<file path="src/rtl/vlan_viol_pkg.sv">
package vlan_viol_pkg;

    typedef enum logic [1:0] {
        ST_IDLE   = 2'd0,
        ST_EXEC   = 2'd1,
        ST_REPORT = 2'd2
    } cmd_state_e;

    typedef enum logic [1:0] {
        VK_NONE   = 2'd0,
        VK_MISS   = 2'd1,
        VK_MEMBER = 2'd2
    } viol_kind_e;

endpackage

</file>
<file path="src/rtl/vvc_classify.sv">
module vvc_classify
    import vlan_viol_pkg::*;
#(
    parameter int MEMB_W         = 2,
    parameter int NONMEMBER_CODE = 3
) (
    input  logic              lk_valid,
    input  logic              lk_hit,
    input  logic [MEMB_W-1:0] lk_memb,
    output viol_kind_e        kind
);

    localparam logic [MEMB_W-1:0] NONMEMB = MEMB_W'(NONMEMBER_CODE);

    always_comb begin
        kind = VK_NONE;
        if (lk_valid) begin
            if (!lk_hit)
                kind = VK_MISS;
            else if (lk_memb == NONMEMB)
                kind = VK_MEMBER;
        end
    end

endmodule

</file>
<file path="src/rtl/vvc_record.sv">
module vvc_record
    import vlan_viol_pkg::*;
#(
    parameter int PORT_W = 4,
    parameter int VID_W  = 12
) (
    input  logic              clk,
    input  logic              rst_n,
    input  viol_kind_e        det_kind,
    input  logic [PORT_W-1:0] det_port,
    input  logic [VID_W-1:0]  det_vid,
    input  logic              clr,
    output logic              rec_valid,
    output viol_kind_e        rec_kind,
    output logic [PORT_W-1:0] rec_port,
    output logic [VID_W-1:0]  rec_vid
);

    logic take;

    // capture when empty, or when being emptied on this very edge
    assign take = (det_kind != VK_NONE) && (!rec_valid || clr);

    always_ff @(posedge clk) begin
        if (!rst_n) begin
            rec_valid <= 1'b0;
            rec_kind  <= VK_NONE;
            rec_port  <= '0;
            rec_vid   <= '0;
        end else begin
            if (clr)
                rec_valid <= 1'b0;
            if (take) begin
                rec_valid <= 1'b1;
                rec_kind  <= det_kind;
                rec_port  <= det_port;
                rec_vid   <= det_vid;
            end
        end
    end

endmodule

</file>
<file path="src/rtl/vvc_cmd_fsm.sv">
module vvc_cmd_fsm
    import vlan_viol_pkg::*;
#(
    parameter int EXEC_CYCLES = 3
) (
    input  logic clk,
    input  logic rst_n,
    input  logic cmd_go,
    output logic busy,
    output logic report
);

    localparam int CNT_W = (EXEC_CYCLES > 1) ? $clog2(EXEC_CYCLES) : 1;
    localparam logic [CNT_W-1:0] CNT_LOAD = CNT_W'(EXEC_CYCLES - 1);

    cmd_state_e       state, state_nx;
    logic [CNT_W-1:0] cnt;

    always_comb begin
        state_nx = state;
        unique case (state)
            ST_IDLE:   if (cmd_go) state_nx = ST_EXEC;
            ST_EXEC:   if (cnt == '0) state_nx = ST_REPORT;
            ST_REPORT: state_nx = ST_IDLE;
            default:   state_nx = ST_IDLE;
        endcase
    end

    always_ff @(posedge clk) begin
        if (!rst_n) begin
            state <= ST_IDLE;
            cnt   <= '0;
        end else begin
            state <= state_nx;
            if (state == ST_IDLE && cmd_go)
                cnt <= CNT_LOAD;
            else if (state == ST_EXEC && cnt != '0)
                cnt <= cnt - 1'b1;
        end
    end

    always_comb begin
        busy   = 1'b0;
        report = 1'b0;
        unique case (state)
            ST_IDLE:   ;
            ST_EXEC:   busy = 1'b1;
            ST_REPORT: begin
                busy   = 1'b1;
                report = 1'b1;
            end
            default:   ;
        endcase
    end

endmodule

</file>
<file path="src/rtl/vlan_viol_capture.sv">
module vlan_viol_capture
    import vlan_viol_pkg::*;
#(
    parameter int PORT_W         = 4,
    parameter int VID_W          = 12,
    parameter int MEMB_W         = 2,
    parameter int NONMEMBER_CODE = 3,
    parameter int CMD_W          = 16,
    parameter int MISS_BIT       = 5,
    parameter int MEMB_BIT       = 6,
    parameter int EXEC_CYCLES    = 3
) (
    input  logic              clk,
    input  logic              rst_n,
    input  logic              lk_valid,
    input  logic [PORT_W-1:0] lk_port,
    input  logic [VID_W-1:0]  lk_vid,
    input  logic              lk_hit,
    input  logic [MEMB_W-1:0] lk_memb,
    input  logic              cmd_go,
    output logic              cmd_busy,
    output logic [CMD_W-1:0]  cmd_result,
    output logic [VID_W-1:0]  vid_result,
    output logic              irq
);

    viol_kind_e        det_kind;
    logic              rec_valid;
    viol_kind_e        rec_kind;
    logic [PORT_W-1:0] rec_port;
    logic [VID_W-1:0]  rec_vid;
    logic              report;
    logic [CMD_W-1:0]  res_nx;

    vvc_classify #(
        .MEMB_W        (MEMB_W),
        .NONMEMBER_CODE(NONMEMBER_CODE)
    ) u_classify (
        .lk_valid(lk_valid),
        .lk_hit  (lk_hit),
        .lk_memb (lk_memb),
        .kind    (det_kind)
    );

    vvc_record #(
        .PORT_W(PORT_W),
        .VID_W (VID_W)
    ) u_record (
        .clk      (clk),
        .rst_n    (rst_n),
        .det_kind (det_kind),
        .det_port (lk_port),
        .det_vid  (lk_vid),
        .clr      (report),
        .rec_valid(rec_valid),
        .rec_kind (rec_kind),
        .rec_port (rec_port),
        .rec_vid  (rec_vid)
    );

    vvc_cmd_fsm #(
        .EXEC_CYCLES(EXEC_CYCLES)
    ) u_fsm (
        .clk   (clk),
        .rst_n (rst_n),
        .cmd_go(cmd_go),
        .busy  (cmd_busy),
        .report(report)
    );

    // pack the reported record into the command result layout
    always_comb begin
        res_nx = '0;
        if (rec_valid) begin
            res_nx[PORT_W-1:0] = rec_port;
            res_nx[MISS_BIT]   = (rec_kind == VK_MISS);
            res_nx[MEMB_BIT]   = (rec_kind == VK_MEMBER);
        end
    end

    always_ff @(posedge clk) begin
        if (!rst_n) begin
            cmd_result <= '0;
            vid_result <= '0;
        end else if (report) begin
            cmd_result <= res_nx;
            if (rec_valid)
                vid_result <= rec_vid;
        end
    end

    assign irq = rec_valid;

endmodule

</file>
<file path="config.mk">
export PLATFORM = sky130hd
export DESIGN_NAME = vlan_viol_capture
export DESIGN_NICKNAME = d
export VERILOG_FILES = /design/src/rtl/vlan_viol_pkg.sv /design/src/rtl/vvc_classify.sv /design/src/rtl/vvc_record.sv /design/src/rtl/vvc_cmd_fsm.sv /design/src/rtl/vlan_viol_capture.sv
export SDC_FILE = /design/constraint.sdc
export NUM_CORES = 1
export LEC_CHECK = 0
export ABC_CLOCK_PERIOD_IN_PS = 1900
export BUFFER_PORTS_ARGS = -buffer_cell sky130_fd_sc_hd__clkbuf_2
export CAP_MARGIN = 0
export CELL_PAD_IN_SITES_DETAIL_PLACEMENT = 1
export CELL_PAD_IN_SITES_GLOBAL_PLACEMENT = 2
export CORE_MARGIN = 5
export CORE_UTILIZATION = 30
export CTS_BUF_LIST = sky130_fd_sc_hd__clkbuf_4
export DETAILED_ROUTE_END_ITERATION = 6
export PLACE_DENSITY_LB_ADDON = 0.08
export SYNTH_ARGS = -nofsm -noshare
export SYNTH_HDL_FRONTEND = slang
export SYNTH_SLANG_ARGS = --single-unit
export TNS_END_PERCENT = 1
</file>
<file path="constraint.sdc">
create_clock -name clk -period 1.9 [get_ports clk]
set_input_delay 0.095 -clock clk [delete_from_list [all_inputs] [get_ports clk]]
set_output_delay 0.095 -clock clk [all_outputs]
set_load 0.01 [all_outputs]
</file>
==> results of run 1 <==
synthesized netlist by cell type:
cell and count:
clkbuf_1 6, o21a_1 1, o21ai_0 2, and3_1 1
buf_8 1, nor2b_1 3, mux2i_1 16, nor3_1 1
conb_1 1, nand3_1 3, nand3b_1 1, dfxtp_1 41
nor2b_4 1, o221a_2 1, inv_1 6, o32ai_1 1
nor2_1 2, and2_1 1, a21oi_1 22, buf_4 10
ha_1 5, mux2_2 1, xnor2_1 1, buf_1 3
nand2_1 60, nand4b_1 2, nand2b_1 7, a211oi_4 1
registers in the layout (all words and copies together), names as in the netlist:
signal and count:
cmd_result 6, u_fsm.cnt 2, u_fsm.state 2, u_record.rec_kind 2
u_record.rec_port 4, u_record.rec_valid 1, u_record.rec_vid 12, vid_result 12
path summary, 6_finish.rpt:
kind         slack [ps]  cells past startpoint                   to      startpoint
max                 210                      6  u_record.rec_vid[1]  u_fsm.state[0]
min                  10                      3         u_fsm.cnt[1]          cmd_go
max reg2reg         210                      6  u_record.rec_vid[1]  u_fsm.state[0]
min reg2reg         460                      2        vid_result[4]   vid_result[4]
metrics by stage:
stage / hold WS, ps / std cells / util, % / area (um^2)
after floorplan: 213 / 210 / - / 1780
after global placement: 332 / 308 / 35.7 / 1990
after detailed placement: 337 / 308 / 35.7 / 1990
after CTS: 9.43 / 330 / 39.6 / 2210
after global routing: 0.293 / 330 / 39.6 / 2210
final: 13.5 / 330 / 39.6 / 2210
logic make-up after synthesis:
kind of cell               after synthesis  share of synthesized area (%)
and+or+nand+nor                         82                           21.0
other                                    1                          0.215
adders and majority gates                5                           3.58
buffers and inverters                   26                           8.37
DFF                                     41                           47.0
xor gates and xnor gates                 1                          0.501
AOI/OAI and AO/OA                       28                           9.59
muxes                                   17                           9.81
where the power goes:
| part | leakage, uW | switching, uW | internal, uW |
|---|---|---|---|
| clock | 0.0000433 | 280 | 288 |
| sequential | 0.000334 | 32.7 | 909 |
| combinational | 0.000560 | 194 | 160 |
routing by layer:
layer,share of wire [%],vias to the layer above,global-route usage [%]
met4,0.96,0,3.82
li1,-,746,-
met3,4.4,4,3.04
met5,0,-,0
met2,51,28,22.3
met1,44,672,14.8
layout make-up:
cell class	count	area, um^2	share of cell area (%)
clock inverters	2	33.8	1.53
multi-input cells	143	815	36.9
inverters	6	22.5	1.02
clock buffers	6	45.0	2.04
well taps	72	90.1	4.08
flip-flops and latches	41	821	37.2
repair buffers	60	380	17.2
critical path, stage by stage (launching register included):
cell and delay [ps]:
dfxtp_1 350, inv_1 120, ha_1 300, nor2b_4 90, a211oi_4 200, buf_4 320
mux2i_1 250
==> results.yml, run 1 <==
run_status:
  status: "finished, final reports clean"
timing:
  setup_slack_ps: 207
  fin_tns_setup_ps: 0
  rsz0062_at_grt: "no"
  relSlewSlack_pct: 54.2
  hold_viol_final: 0
  fmax_ghz: 0.591
  setup_viol: 0
  skew_ps: 8.47
  period_needed_ps: 1690
  worstMarginPinSlew_ps: 686
  slew_violations: 0
  timing.final.crit_share_pct: 89.1
synth:
  ys_ff_latch: 41
  synth_area_leaders: "dfxtp_1 47%, nand2_1 13%, mux2i_1 9.2%"
  synth_top_cell_by_area: "dfxtp_1"
  synth_top_area_share_pct: 47.0
  synthCells: 201
  syn-cell-area_mm2: 0.00175
  synth.distinct_cells: 28
  yosysWarnings: 0
  synth-seq-area-share_pct: 47.0
  syn_area_per_cell_um2: 8.70
setup_path:
  worst-endpoint-required_ps: 2170
  cp_max_fo: 16
  endpoint_kind: "flip-flop"
  crit_type: "reg2reg"
  arrival_ps: 1960
  crit_path_start_kind: "flip-flop"
min_path:
  hold_path.class: "in2reg"
placement:
  pre_cts_ws_ps: 154
  globalplace.congestion: 0.678
  portBuffers: 42
  dp_hpwl_um: 3330
die:
  start_util_pct: 31.4
  coreArea_mm2: 0.00557
  row_count: 27
  die_w_um: 86.3
  io_pins: 53
  die-area_mm2: 0.00745
  fp.dieH_um: 86.3
detailed_routing:
  via_per_inst: 4.39
  first_pass_iters: 4
  drc_errors: 0
  drt-initial-drc-count: 40
  wl_per_cell_um: 13.3
  ant_nets: 0
  vias: 1450
  drt_wl_total_um: 4390
cells_and_area:
  drive_above_1_share_pct: 22.1
  n_antenna_cell: 0
  final_nets: 285
  final_common_cell: "nand2_1"
  syn_to_final_growth_pct: 26.3
  layout_common_cells: "60 x nand2_1, 42 x clkbuf_2, 41 x dfxtp_1, 22 x a21oi_1, 16 x mux2i_1"
  n_fill_cell: 703
clocking:
  cts_num_sinks: 41
  numCtsBuffers: 5
  post-cts-setup-buffers: 0
  cts_tree: "built"
  htreeDepth: 2
  ctsHoldBuffers: 14
  cts_resized: 0
  clk_pin_slew_ps: 120
  clk_latency_ps: 340
  root_buffer: "clkbuf_4"
  clockBufferDepth: 2
flow_run:
  drv_cap: 0
global_routing:
  antenna_found_initial: 0
  grt_pass1_vias: 1516
  grt_start_max_net_pins: 38
  grt_overflow: 0
  grt_pass1_wl_um: 7420
  track_usage_pct: 12.5
power:
  p_total_uw: 1860
  power.density_mw_per_mm2: 844
  ir_worst_vdd_v: 0.000296
  p_leak_uw: 0.000937
Note: power is estimated with default switching activity, not from simulation.
==> run 2: changes to the inputs <==
- CTS_BUF_LIST: sky130_fd_sc_hd__clkbuf_4 -> sky130_fd_sc_hd__clkbuf_8
==> run 2 against run 1 <==
Compared with the run above: via count is 3.1% lower; fmax decreased by 1.3%; worst hold slack gained 21 ps; critical path depth did not move; critical path type unchanged; critical endpoint is now u_record.rec_vid[8]; largest cell class unchanged.
==> results.yml, run 2 (synthesis results as in run 1) <==
run_status:
  status: "finished, final reports clean"
timing:
  fmax_ghz: 0.583
  setup_viol: 0
  timing.final.crit_share_pct: 90.3
  worstMarginPinSlew_ps: 687
  worst_hold_slack_ps: 34.9
  slew_violations: 0
  relSlewSlack_pct: 54.2
  setup_slack_ps: 184
  skew_ps: 5.59
  hold_viol_final: 0
  rsz0062_at_grt: "no"
  fin_tns_setup_ps: 0
  period_needed_ps: 1720
clocking:
  cts_resized: 0
  clockBufferDepth: 2
  post-cts-setup-buffers: 0
  numCtsBuffers: 5
  root_buffer: "clkbuf_8"
  cts_num_sinks: 41
  cts_tree: "built"
  clk_pin_slew_ps: 80
  ctsHoldBuffers: 0
  htreeDepth: 2
  clk_latency_ps: 290
cells_and_area:
  multi_input_area_um2: 815
  n_fill_cell: 705
  top_regs: "u_record.rec_vid x12, vid_result x12, cmd_result x6"
  ff_latch_area_um2: 821
  n_antenna_cell: 0
  syn_to_final_growth_pct: 20.4
  final_common_cell: "nand2_1"
  final_nets: 271
  final_area_mm2: 0.00210
  drive_above_1_share_pct: 23.4
  layout_common_cells: "60 x nand2_1, 42 x clkbuf_2, 41 x dfxtp_1, 22 x a21oi_1, 16 x mux2i_1"
detailed_routing:
  drt-initial-drc-count: 41
  ant_nets: 0
  vias: 1405
  drt_wl_total_um: 4300
  first_pass_iters: 4
  via_per_inst: 4.45
  wl_per_cell_um: 13.6
  drc_errors: 0
setup_path:
  slowest_delay_ps: 340
  worst-endpoint-required_ps: 2110
  cp_top_family: "buffers and inverters"
  crit_type: "reg2reg"
  critPathBufInv: 2
  cp_max_fo: 16
  arrival_ps: 1930
  critical_path.cell_chain: "inv_1 -> ha_1 -> nor2b_4 -> a211oi_4 -> buf_4 -> mux2i_1"
  crit_path_start_kind: "flip-flop"
  cp_slowest_cell: "dfxtp_1"
  endpoint_kind: "flip-flop"
die:
  start_util_pct: 31.4
  die_w_um: 86.3
  die-area_mm2: 0.00745
  io_pins: 53
  row_count: 27
  coreArea_mm2: 0.00557
  fp.dieH_um: 86.3
power:
  p_sw_share_pct: 25.9
  pwr-share-comb_pct: 16.6
  p_leak_uw: 0.000898
  power.density_mw_per_mm2: 944
  p_seq_share_pct: 47.4
  ir_worst_vdd_v: 0.000332
  switching_power_uw: 515
  p_int_uw: 1470
  pwr-share-clk_pct: 36.0
placement:
  dp_hpwl_um: 3330
  pre_cts_ws_ps: 154
  globalplace.congestion: 0.678
  portBuffers: 42
  placed_area_mm2: 0.00199
min_path:
  hold_path.class: "in2reg"
global_routing:
  grt_overflow: 0
  grt_pass1_wl_um: 7260
  track_usage_pct: 12.3
  antenna_found_initial: 0
  grt_start_max_net_pins: 38
  grt_pass1_vias: 1462
flow_run:
  drv_cap: 0
[run 2: cell count changes in the layout (fill, tap and decap cells not counted)]
cell / delta
clkbuf_8: +6
dlygate4sd3_1: -14
clkbuf_4: -6
clkinv_1: -1
inv_1: +1
[run 2: layout make-up]
class                   instances  share of cell area [%]
flip-flops and latches         41                    39.0
well taps                      72                    4.28
inverters                       6                    1.07
repair buffers                 46                    11.4
clock buffers                   6                    3.92
clock inverters                 2                    1.61
multi-input cells             143                    38.7
[run 2: power by group through the flow]
stage	Clock, uW	Sequential [uW]	Combinational [uW]
finish	715	941	331
global route	773	949	380
CTS	739	942	339
detailed placement	0	962	337
global placement	0	957	315
floorplan	0	953	250
[run 2: worst register-to-register path, cell delays in order (launching register included)]
cell	delay (ps)
dfxtp_1	340
inv_1	120
ha_1	300
nor2b_4	90
a211oi_4	210
buf_4	320
mux2i_1	260
[run 2: stage by stage]
| step | util, % | instances | total power, uW |
|---|---|---|---|
| after floorplan | - | 210 | 1200 |
| after global placement | 35.7 | 308 | 1270 |
| after detailed placement | 35.7 | 308 | 1300 |
| after CTS | 37.8 | 316 | 2020 |
| after global routing | 37.8 | 316 | 2100 |
| final | 37.8 | 316 | 1990 |
[run 2: worst paths after layout]
path | startpoint | endpoint | slack [ps] | cells past startpoint
worst max-delay path | u_fsm.state[0] | u_record.rec_vid[8] | 180 | 6
worst max register to register | u_fsm.state[0] | u_record.rec_vid[8] | 180 | 6
worst min register to register | vid_result[4] | vid_result[4] | 460 | 2
worst min-delay path | lk_vid[11] | u_record.rec_vid[11] | 30 | 3
[run 2: metal layers]
layer,vias to the layer above,part of all wire (%),global-route usage (%)
met3,5,4.5,3.14
met5,-,0,0
met1,652,43,14.4
met2,29,52,21.9
li1,719,-,-
met4,0,1.0,3.82
==> run 3: changes to the inputs <==
- ABC_AREA: unset -> 1
- CORE_UTILIZATION: 30 -> 29
==> run 3 against run 2 <==
Compared with the run above: core utilization decreased by 2.1 points; fmax increased by 20%; clock-buffer cell count unchanged; sequential power increased by 6%; non-clock buffer count increased by 1; setup slack improved by 290 ps; critical path depth increased by 2; area after synthesis increased by 4.2%; critical path type unchanged; highest routed layer unchanged.
==> results.yml, run 3 <==
die:
  die-area_mm2: 0.00797
  die_w_um: 89.3
  coreArea_mm2: 0.00603
  fp.dieH_um: 89.3
  io_pins: 53
  start_util_pct: 30.2
  row_count: 28
clocking:
  cts_num_sinks: 41
  clk_latency_ps: 290
  numCtsBuffers: 5
  post-cts-setup-buffers: 0
  root_buffer: "clkbuf_8"
  htreeDepth: 2
  cts_resized: 0
  clockBufferDepth: 2
  ctsHoldBuffers: 0
  cts_tree: "built"
  clk_pin_slew_ps: 80
synth:
  synth_top_family_by_area: "simple AND/OR/NAND/NOR gates"
  synth_ff_type: "dfxtp_1"
  yosysWarnings: 0
  synth_fa_ha_area_share_pct: 3.43
  yosys.area_share.simple_pct: 22.9
  syn-cell-area_mm2: 0.00182
  synth_area_leaders: "dfxtp_1 45%, nor2_1 9.9%, nand2_1 7.4%"
  synth_mux_area_share_pct: 0
  ys_ff_latch: 41
  synthArstFlopShare_pct: 0
  synth_top_area_share_pct: 45.1
  synth.distinct_cells: 17
  synth-xor-area-share_pct: 0
  yosysMostFrequentCell: "nor2_1"
  synth-edff-count: 0
  synth_common_cells: "48 x nor2_1, 41 x dfxtp_1, 36 x nand2_1, 28 x inv_1, 24 x a21oi_1"
  synth-seq-area-share_pct: 45.1
  synth_top_cell_by_area: "dfxtp_1"
  synthCells: 247
  syn_area_per_cell_um2: 7.38
  synth_compound_area_share_pct: 13.1
detailed_routing:
  vias: 1570
  wl_per_cell_um: 11.7
  via_per_inst: 4.30
  first_pass_iters: 4
  drc_errors: 0
  ant_nets: 0
  drt-initial-drc-count: 36
  drt_wl_total_um: 4270
setup_path:
  arrival_ps: 1650
  crit_path_start_kind: "flip-flop"
  r2r_cells: 8
  reg2reg_from: "u_fsm.state[0]"
  cp_slowest_cell: "dfxtp_1"
  crit_type: "reg2reg"
  cp_max_fo: 16
  cp_top_family: "buffers and inverters"
  slowest_delay_ps: 350
  regToRegEndpoint: "u_record.rec_kind[0]"
  worst-endpoint-required_ps: 2130
  endpoint_kind: "flip-flop"
  critPathBufInv: 3
  rrSetupSlack_ps: 480
  critical_path.cell_chain: "inv_1 -> ha_1 -> inv_2 -> nand2_2 -> buf_4 -> nand3_1 -> nand2_1 -> a21oi_1"
placement:
  placed_area_mm2: 0.00203
  globalplace.congestion: 0.701
  placed_cells: 357
  pre_cts_ws_ps: 482
  dp_hpwl_um: 3070
  portBuffers: 42
cells_and_area:
  ff_latch_area_um2: 821
  drive_above_1_share_pct: 21.0
  n_fill_cell: 806
  final_common_cell: "nor2_1"
  top_regs: "u_record.rec_vid x12, vid_result x12, cmd_result x6"
  final_area_mm2: 0.00215
  syn_to_final_growth_pct: 18.1
  multi_input_area_um2: 756
  final_nets: 317
  final_cells: 365
  layout_common_cells: "48 x nor2_1, 42 x clkbuf_2, 41 x dfxtp_1, 36 x nand2_1, 29 x inv_1"
  n_antenna_cell: 0
timing:
  worst_hold_slack_ps: 80.6
  slew_violations: 0
  setup_viol: 0
  hold_viol_final: 0
  timing.final.crit_share_pct: 75.0
  fin_tns_setup_ps: 0
  period_needed_ps: 1420
  fmax_ghz: 0.702
  setup_slack_ps: 476
  skew_ps: 6.33
  rsz0062_at_grt: "no"
power:
  pwr-share-comb_pct: 23.6
  p_int_uw: 1570
  ir_worst_vdd_v: 0.000357
  p_sw_share_pct: 30.4
  power.density_mw_per_mm2: 1050
  pwr-share-clk_pct: 32.0
  p_seq_share_pct: 44.4
  switching_power_uw: 687
  p_leak_uw: 0.00106
flow_run:
  drv_cap: 0
global_routing:
  grt_pass1_vias: 1666
  track_usage_pct: 11.9
  grt_overflow: 0
  grt_start_max_net_pins: 34
  antenna_found_initial: 0
  grt_pass1_wl_um: 7340
min_path:
  whs_path_depth: 4
  min-delay-start: "cmd_go"
  hold_path.class: "in2reg"
  hold_end: "u_fsm.cnt[0]"
run_status:
  status: "finished, final reports clean"
==> run 3: layer usage <==
layer	share of wire, %	vias up	global-route usage [%]
met1	48	702	15.3
met5	0	-	0
li1	-	829	-
met4	1.0	0	3.65
met3	5.5	6	3.96
met2	45	33	18.8
==> run 3: cell families (layout without fill, tap and decap cells) <==
kind of cell    count (synthesis)  after routing
compound gates                 44             44
fa+ha+maj                       5              5
buf+inv                        52             86
flops                          41             41
other cells                     1             10
simple gates                  104            104
==> run 3: through the flow <==
stage                     utilization [%]  power [uW]
after CTS                            35.7        2310
final                                35.7        2260
after global routing                 35.7        2440
after floorplan                         -        1430
after global placement               33.8        1570
after detailed placement             33.8        1570
==> run 3: power by group through the flow <==
stage	logic (uW)	clock network, uW	registers [uW]
floorplan	400	0	1030
global placement	550	0	1020
detailed placement	545	0	1030
CTS	548	758	1010
global route	631	795	1020
finish	532	724	1000
==> run 3: how the worst max path moves through the flow <==
| stage | startpoint | endpoint | slack [ps] | cells past startpoint |
|---|---|---|---|---|
| final | u_fsm.state[0] | u_record.rec_kind[0] | 480 | 8 |
| after global routing | u_fsm.state[0] | u_record.rec_kind[1] | 310 | 8 |
| after CTS | u_fsm.state[0] | u_record.rec_kind[0] | 450 | 8 |
| after detailed placement | u_fsm.state[0] | u_record.rec_kind[0] | 480 | 8 |
| after global placement | u_fsm.state[0] | u_record.rec_kind[0] | 540 | 8 |
| after floorplan | u_fsm.state[0] | u_record.rec_port[3] | 620 | 7 |
==> run 3: layout make-up <==
class,count,area share [%]
inverter,31,5.41
sequential,41,38.2
clock buffer,6,3.84
timing repair buffer,47,11.5
clock inverter,2,1.57
tap,75,4.36
multi-input combinational,163,35.1
==> run 3: worst register-to-register path, stage by stage (launching register included) <==
cell and delay, ps:
dfxtp_1 350, inv_1 90, ha_1 230, inv_2 140, nand2_2 70, buf_4 200, nand3_1 120, nand2_1 60
a21oi_1 110
